### config.mk
export PLATFORM = sky130hd
export DESIGN_NAME = pt_walker
export DESIGN_NICKNAME = d
export VERILOG_FILES = /design/src/rtl/ptw_pkg.sv /design/src/rtl/ptw_datapath.sv /design/src/rtl/ptw_ctrl.sv /design/src/rtl/pt_walker.sv
export SDC_FILE = /design/constraint.sdc
export NUM_CORES = 1
export LEC_CHECK = 0
export BUFFER_PORTS_ARGS = -buffer_cell sky130_fd_sc_hd__buf_2
export CORE_MARGIN = 3
export CORE_UTILIZATION = 42
export CTS_CLUSTER_SIZE = 16
export DETAILED_ROUTE_END_ITERATION = 16
export PLACE_DENSITY = 0.84
export SYNTH_ARGS = -nofsm -noshare
export SYNTH_HDL_FRONTEND = slang
export SYNTH_SLANG_ARGS = --single-unit
### constraint.sdc
create_clock -name clk -period 1.6 [get_ports clk]
set_input_delay 0.24 -clock clk [delete_from_list [all_inputs] [get_ports clk]]
set_output_delay 0.24 -clock clk [all_outputs]
set_load 0.01 [all_outputs]
### src/rtl/ptw_pkg.sv
package ptw_pkg;

  typedef enum logic [1:0] {
    FLT_NONE      = 2'd0,
    FLT_NONCANON  = 2'd1,
    FLT_ABSENT    = 2'd2,
    FLT_NOEXEC    = 2'd3
  } fault_e;

  // strobes from control to datapath
  typedef struct packed {
    logic   capture;   // latch request, reset level, load root frame
    logic   advance;   // take next table frame from entry, step level
    logic   finish;    // form final physical address
    logic   setFault;  // record faultCode at current level
    fault_e faultCode;
  } ptw_ctl_t;

endpackage

### src/rtl/ptw_datapath.sv
module ptw_datapath
  import ptw_pkg::*;
#(
  parameter int VA_W   = 64,
  parameter int PA_W   = 40,
  parameter int LEVELS = 4,
  parameter int IDX_W  = 9,
  parameter int OFF_W  = 12,
  parameter int ENT_W  = 64
) (
  input  logic                    clk,
  input  logic                    rstN,
  input  ptw_ctl_t                ctl,
  input  logic [VA_W-1:0]         reqVaddr,
  input  logic                    reqExec,
  input  logic [PA_W-OFF_W-1:0]   rootFrame,
  input  logic [ENT_W-1:0]        memRspData,
  output logic [PA_W-1:0]         memReqAddr,
  output logic                    isCanonical,
  output logic                    entryPresent,
  output logic                    entryNoExec,
  output logic                    atLast,
  output logic [PA_W-1:0]         rspPaddr,
  output fault_e                  rspFault,
  output logic [$clog2(LEVELS)-1:0] rspLevel
);
  localparam int FRAME_W = PA_W - OFF_W;
  localparam int LVL_W   = $clog2(LEVELS);
  localparam int VA_TOP  = OFF_W + LEVELS * IDX_W;   // first sign-extension bit
  localparam int ENT_SH  = $clog2(ENT_W / 8);
  localparam int PAD_W   = PA_W - IDX_W - ENT_SH;

  logic [VA_W-1:0]    vaReg;
  logic               execReg;
  logic [FRAME_W-1:0] baseReg;
  logic [LVL_W-1:0]   lvlReg;
  logic [PA_W-1:0]    paddrReg;
  fault_e             faultReg;
  logic [LVL_W-1:0]   levelReg;

  logic [IDX_W-1:0]   idxArr [LEVELS];
  logic [IDX_W-1:0]   curIdx;
  logic [FRAME_W-1:0] nextFrame;
  logic [VA_W-VA_TOP:0] signBits;

  for (genvar l = 0; l < LEVELS; l++) begin : g_idx
    assign idxArr[l] = vaReg[OFF_W + (LEVELS-1-l)*IDX_W +: IDX_W];
  end

  assign curIdx       = idxArr[lvlReg];
  assign memReqAddr   = {baseReg, {OFF_W{1'b0}}} + {{PAD_W{1'b0}}, curIdx, {ENT_SH{1'b0}}};
  assign signBits     = vaReg[VA_W-1:VA_TOP-1];
  assign isCanonical  = (&signBits) | ~(|signBits);
  assign nextFrame    = memRspData[PA_W-1:OFF_W];
  assign entryPresent = memRspData[0];
  assign entryNoExec  = execReg & memRspData[ENT_W-1];
  assign atLast       = (lvlReg == LVL_W'(LEVELS-1));

  always_ff @(posedge clk) begin
    if (!rstN) begin
      vaReg    <= '0;
      execReg  <= 1'b0;
      baseReg  <= '0;
      lvlReg   <= '0;
      paddrReg <= '0;
      faultReg <= FLT_NONE;
      levelReg <= '0;
    end else begin
      if (ctl.capture) begin
        vaReg   <= reqVaddr;
        execReg <= reqExec;
        baseReg <= rootFrame;
        lvlReg  <= '0;
      end
      if (ctl.advance) begin
        baseReg <= nextFrame;
        lvlReg  <= lvlReg + 1'b1;
      end
      if (ctl.finish) begin
        paddrReg <= {nextFrame, vaReg[OFF_W-1:0]};
        faultReg <= FLT_NONE;
        levelReg <= lvlReg;
      end
      if (ctl.setFault) begin
        paddrReg <= '0;
        faultReg <= ctl.faultCode;
        levelReg <= lvlReg;
      end
    end
  end

  assign rspPaddr = paddrReg;
  assign rspFault = faultReg;
  assign rspLevel = levelReg;

endmodule

### src/rtl/ptw_ctrl.sv
module ptw_ctrl
  import ptw_pkg::*;
(
  input  logic     clk,
  input  logic     rstN,
  input  logic     reqValid,
  input  logic     memRspValid,
  input  logic     isCanonical,
  input  logic     entryPresent,
  input  logic     entryNoExec,
  input  logic     atLast,
  output logic     reqReady,
  output logic     memReqValid,
  output logic     rspValid,
  output ptw_ctl_t ctl
);
  typedef enum logic [2:0] {
    ST_IDLE, ST_CHECK, ST_ISSUE, ST_WAIT, ST_DONE
  } state_e;

  state_e state, stateNext;

  always_ff @(posedge clk) begin
    if (!rstN) state <= ST_IDLE;
    else       state <= stateNext;
  end

  always_comb begin
    stateNext     = state;
    ctl           = '0;
    ctl.faultCode = FLT_NONE;
    unique case (state)
      ST_IDLE: if (reqValid) begin
        ctl.capture = 1'b1;
        stateNext   = ST_CHECK;
      end
      ST_CHECK: if (!isCanonical) begin
        ctl.setFault  = 1'b1;
        ctl.faultCode = FLT_NONCANON;
        stateNext     = ST_DONE;
      end else begin
        stateNext = ST_ISSUE;
      end
      ST_ISSUE: stateNext = ST_WAIT;
      ST_WAIT: if (memRspValid) begin
        if (!entryPresent) begin
          ctl.setFault  = 1'b1;
          ctl.faultCode = FLT_ABSENT;
          stateNext     = ST_DONE;
        end else if (entryNoExec) begin
          ctl.setFault  = 1'b1;
          ctl.faultCode = FLT_NOEXEC;
          stateNext     = ST_DONE;
        end else if (atLast) begin
          ctl.finish = 1'b1;
          stateNext  = ST_DONE;
        end else begin
          ctl.advance = 1'b1;
          stateNext   = ST_ISSUE;
        end
      end
      ST_DONE: stateNext = ST_IDLE;
      default: stateNext = ST_IDLE;
    endcase
  end

  assign reqReady    = (state == ST_IDLE);
  assign memReqValid = (state == ST_ISSUE);
  assign rspValid    = (state == ST_DONE);

endmodule

### src/rtl/pt_walker.sv
module pt_walker
  import ptw_pkg::*;
#(
  parameter int VA_W   = 64,
  parameter int PA_W   = 40,
  parameter int LEVELS = 4,
  parameter int IDX_W  = 9,
  parameter int OFF_W  = 12,
  parameter int ENT_W  = 64
) (
  input  logic                      clk,
  input  logic                      rstN,
  input  logic [PA_W-OFF_W-1:0]     rootFrame,
  input  logic                      reqValid,
  output logic                      reqReady,
  input  logic [VA_W-1:0]           reqVaddr,
  input  logic                      reqExec,
  output logic                      memReqValid,
  output logic [PA_W-1:0]           memReqAddr,
  input  logic                      memRspValid,
  input  logic [ENT_W-1:0]          memRspData,
  output logic                      rspValid,
  output logic [PA_W-1:0]           rspPaddr,
  output logic [1:0]                rspFault,
  output logic [$clog2(LEVELS)-1:0] rspLevel
);
  ptw_ctl_t ctl;
  logic     isCanonical, entryPresent, entryNoExec, atLast;
  fault_e   faultSig;

  ptw_ctrl u_ctrl (
    .clk          (clk),
    .rstN         (rstN),
    .reqValid     (reqValid),
    .memRspValid  (memRspValid),
    .isCanonical  (isCanonical),
    .entryPresent (entryPresent),
    .entryNoExec  (entryNoExec),
    .atLast       (atLast),
    .reqReady     (reqReady),
    .memReqValid  (memReqValid),
    .rspValid     (rspValid),
    .ctl          (ctl)
  );

  ptw_datapath #(
    .VA_W(VA_W), .PA_W(PA_W), .LEVELS(LEVELS),
    .IDX_W(IDX_W), .OFF_W(OFF_W), .ENT_W(ENT_W)
  ) u_dp (
    .clk          (clk),
    .rstN         (rstN),
    .ctl          (ctl),
    .reqVaddr     (reqVaddr),
    .reqExec      (reqExec),
    .rootFrame    (rootFrame),
    .memRspData   (memRspData),
    .memReqAddr   (memReqAddr),
    .isCanonical  (isCanonical),
    .entryPresent (entryPresent),
    .entryNoExec  (entryNoExec),
    .atLast       (atLast),
    .rspPaddr     (rspPaddr),
    .rspFault     (faultSig),
    .rspLevel     (rspLevel)
  );

  assign rspFault = faultSig;

endmodule

# After elaboration in Yosys (flattened, before gate mapping)
# Cells that the tools add are included.
# word_totals
reg_bits	142
latchBits	0
ramBits	0
romBits	0
out_inout_bits	87
elab_cells	60
n_memories	0
# op_classes
n_addsub	2
multipliers	0
div	0
n_lt_le_gt_ge	1
eq_ne	7
shifts	0
mux	30
bitwise_logic	5
reduce_logical	7
# op_table
operator	count
$mux W28	2
$add A40 B12 Y40	1
$mux W3	9
$bmux W9 S2	1
$mux W2	9
$mux W9	2
$reduce_and A17 Y1	1
$reduce_or A17 Y1	1
$pmux W3 S4	1
$eq A3 B2 Y1 const B	2
$pmux W3 S2	1
$mux W5	1
$mux W1	4
$ne A2 B2 Y1 const B	2
$reduce_bool A2 Y1	2
$eq A3 B1 Y1 const B	1
$eq A3 B3 Y1 const B	1
$ge A3 B3 Y1 const B	1
$logic_not A3 Y1	1
$not A2 Y3	1
$add A2 B1 Y2 const B	1
$eq A2 B2 Y1 const B	1
$not A1 Y1	2
$reduce_and A2 Y1	1
other kinds (3)	3

# Logic depth before layout (Yosys ltp)
# depth
depth_word	8
ltp_mapped	7

# By module
# A second synthesis with hierarchy kept.
# unflattened
hier_cells	580
hier_area_um2	6083.3
# modules_own_cells
module	n_inst	cells_each	area_each_um2	seq_area_each_um2
ptw_datapath	1	549	5840.6	2782.7
ptw_ctrl	1	31	242.7	60.1

# Worst setup path after synthesis
# OpenSTA, ideal clock, no wires.
# synth_path
kind	register to register
startpoint	register u_ctrl.state[0]
endpoint	register u_dp.baseReg[15]
setup_ns	0.091
arrival_ns	1.488
path_slack_ns	0.021
path_stages_with_launch	7
n_path_buf	2
cell_sequence	dfxtp_1 -> nor3_1 -> and2_1 -> buf_4 -> buf_4 -> nand2_1 -> a311oi_1
# synth_between
elab_chain_cells	3
elab_cells_between_ends	6
cone_classes	eq/ne: 1; mux: 3; reduce/logical: 2
# synth_rtl
item	line_no	text
start: declaration	ptw_ctrl.sv:21	state_e state, stateNext;
start signal: assignment	ptw_ctrl.sv:25	else state <= stateNext;
$logic_not A3 Y1	n/a	
named net reqReady	pt_walker.sv:15	output logic reqReady,
$mux W1	ptw_ctrl.sv:32	unique case (state)
$reduce_bool A2 Y1 (no line)	n/a	
end signal: assignment	ptw_datapath.sv:72	baseReg <= rootFrame;
end signal: assignment	ptw_datapath.sv:76	baseReg <= nextFrame;
end: declaration	ptw_datapath.sv:35	logic [FRAME_W-1:0] baseReg;
# The timed path passes the listed nets, and every way through them passes these cells.
# A chain may end at the register's enable or synchronous reset.

# Worst setup path after layout
# layout_path
startpoint	register u_dp.lvlReg[0]
endpoint	output memReqAddr[9]
# layout_between
elab_chain_cells	5
# layout_rtl
item	line_no	text
start: declaration	ptw_datapath.sv:36	logic [LVL_W-1:0] lvlReg;
start signal: assignment	ptw_datapath.sv:77	lvlReg <= lvlReg + 1'b1;
$not A2 Y3 (implied by the code)	ptw_datapath.sv:50	assign curIdx = idxArr[lvlReg];
$bmux W9 S2	ptw_datapath.sv:50	
$mux W9 (implied by the code) (2 in series)	ptw_datapath.sv:50	
$add A40 B12 Y40	ptw_datapath.sv:51	assign memReqAddr = {baseReg, {OFF_W{1'b0}}} + {{PAD_W{1'b0}}, curIdx, {ENT_SH{1'b0}}};
end: declaration	pt_walker.sv:19	output logic [PA_W-1:0] memReqAddr,
# Every way passes these cells. The select of a mux whose other input is x is not followed.

==> metrics.txt <==
setup slack on the worst flop-to-flop path=-0.18 ns; CP endpoint kind=output port; critical path launch point type=flip-flop; worst hold path depth=3; hpwl dp=11300 µm; CTS root buf=clkbuf_16; critical path's slowest cell=mux4_2; core area=12800 µm²; htree depth=4; Post-CTS Hold Buffers=0; # diodes=0; crit share post-route=116%; WHS Endpoint=u_dp.vaReg[58]; die area=14700 µm²; R2R cell count=7; first-pass GRT wire length=27100 µm; Reg-to-Reg Start=u_dp.vaReg[52]; fraction of layout cells with a size suffix above 1=40.5%; vias in the first global route=5628; Post-synth EDFFs=0; IO Pins=248; CTS clk-pin slew, worst paths=0.06 ns; syn_area_per_cell=7.98 µm²; run status=finished, violations left; vias per cell=5.24; routed length per instance=16.1 µm; Worst Path Arrival=1.62 ns; row cnt=41; final cell count without fillers=1104; CTS Buffer Depth=2; Residual DRC=0; failing checks=setup timing; CP peak stage delay=0.52 ns; Fmax=539 MHz; clk_skew=0.0103 ns; HP Class=primary input to flip-flop; final setup TNS=-8.28 ns; largest net degree at the start of global routing=59; vias=5790; CTS sink cnt=142; Hold Path Origin=reqVaddr[58]; Synth Register Bits=142; Final ANT Viol Nets=0; starting DRC count in detailed routing=391; Final Hold Viols=0; Ys Warns=0; VDD IR max=0.000697 V; CP cell instances=clkbuf_16 > mux4_2 > buf_6; # setup viols final=53; power density cells=1100 nW/µm²; TritonCTS clock tree=built; final setup margin=-0.256 ns; clock latency on the worst-skew pair=0.42 ns; initial antenna violation count=0; Critical R2R Capture=u_dp.rspPaddr[34]; sequential fraction of the synthesis area=51.1%; unique cell type count in the Yosys netlist=37; fin nets=1081; RSZ-0062 raised after global routing=yes; kind of critical path=flip-flop to output port; Port-buffer cells=210; Setup WS pre-CTS=-0.103 ns; total track usage=23.5%; Post-Syn Instances=697; Total Routed Length=17700 µm; initial core utilization=43.5%; fin crit period=1.86 ns; mapped cell area=5560 µm²; Syn-to-layout area delta=49.2%; Chip Height=121 µm; Placed Instances=1056; Power Total=9.13 mW; Num CTS Buffers=17; Worst EP required=1.36 ns; router iterations before antenna repair=4; max cap viols=0; Top FF cell, synth=dfxtp_1; RD Place Congestion=0.798; grt ovf=0; crit path max fanout=5; Die Span X=121 µm; max-slew violations=0; LEAKAGE=3.49 nW; Async S/R FF share, synth=0%
==> flip-flops by register name, indices dropped and copies added, names as in the netlist <==
name	count
u_dp.execReg	1
u_dp.rspFault	2
u_dp.vaReg	64
u_ctrl.state	3
u_dp.rspPaddr	40
u_dp.rspLevel	2
u_dp.lvlReg	2
u_dp.baseReg	28
==> layer usage <==
layer | GRT usage, % | part of all wire (%)
met4 | 10.5 | 2.6
met2 | 39.7 | 50
met3 | 6.85 | 8.5
met5 | 0 | 0
met1 | 27.5 | 39
==> Yosys cell counts, drive strengths merged, types with 2 or more instances <==
cell,count,area share (%)
a32o,2,0.36
o22ai,3,0.34
a21oi,107,9.6
nand4,3,0.34
o21ai,2,0.18
dfxtp,142,51
nand3,6,0.54
nand2,272,18
mux4,9,3.6
nor2,35,2.4
or3,2,0.22
buf,26,2.7
a31oi,2,0.22
nor4,3,0.34
inv,4,0.27
clkbuf,30,2.0
a311oi,28,4.4
nor3,3,0.27
and3,5,0.56
==> per-stage QoR <==
stage                     utilization, %  cell area (µm²)  hold WS [ns]
after floorplan                        -             5570         0.376
after global placement              54.3             6930         0.437
after detailed placement            54.3             6930         0.443
after CTS                           63.1             8070        0.0306
after global routing                65.0             8300        0.0380
final                               65.0             8300        0.0409
==> cell type report <==
cell class / instances / area [µm²]
clock buffers: 23 / 478
multi-input cells: 497 / 2820
inverters: 4 / 16.3
well taps: 172 / 215
clock inverters: 9 / 133
flip-flops and latches: 142 / 2870
repair buffers: 257 / 1770
fillers: 1032 / 4470
==> critical path: cells and delay by family (launching register included) <==
family,cells,cell delay (ns)
buf+inv,2,0.29
mux,1,0.52
flops,1,0.38
==> logic make-up after synthesis <==
group	after synthesis	share of synthesized area, %
AOI/OAI and AO/OA	149	16.2
DFF	142	51.1
and+or+nand+nor	335	23.8
other	1	0.0674
muxes	9	3.64
buffers and inverters	60	4.95
adders and majority gates	1	0.225
==> placed cells by master, fill, tap and decap left out, drive strengths merged, types with 4 or more instances in the layout <==
cell type / synthesis / layout
nand3: 6 / 6
buf: 26 / 255
inv: 4 / 4
a21oi: 107 / 107
nand2: 272 / 272
a311oi: 28 / 28
dfxtp: 142 / 142
nor2: 35 / 35
and3: 5 / 5
clkbuf: 30 / 25
clkinv: 0 / 4
mux4: 9 / 9
==> timing repair <==
| item | 4_1_cts | 5_1_grt |
|---|---|---|
| endpoints found under the setup margin | 80 | 66 |
| setup buffers | 10 | 4 |
| cloned | 5 | 2 |
| gates resized for setup | 80 | 54 |
| pin swaps | 4 | 10 |
==> how the worst max path moves through the flow <==
stage | startpoint | endpoint | slack, ns | cells after the start
detailed placement | u_dp.vaReg[59] | u_dp.rspPaddr[18] | -0.10 | 6
finish | u_dp.lvlReg[0] | memReqAddr[9] | -0.26 | 3
floorplan | u_ctrl.state[0] | u_dp.baseReg[15] | 0.02 | 6
CTS | u_dp.lvlReg[0] | memReqAddr[10] | -0.27 | 3
global placement | u_dp.vaReg[60] | u_dp.rspPaddr[4] | -0.01 | 6
global route | u_dp.lvlReg[0] | memReqAddr[6] | -0.31 | 3
==> power breakdown <==
| part | internal, mW | switching (mW) | leakage, nW |
|---|---|---|---|
| combinational | 0.598 | 0.643 | 2.03 |
| sequential | 3.72 | 0.108 | 1.16 |
| clock | 2.58 | 1.49 | 0.294 |
No activity file was read; power rests on OpenSTA's default activity.
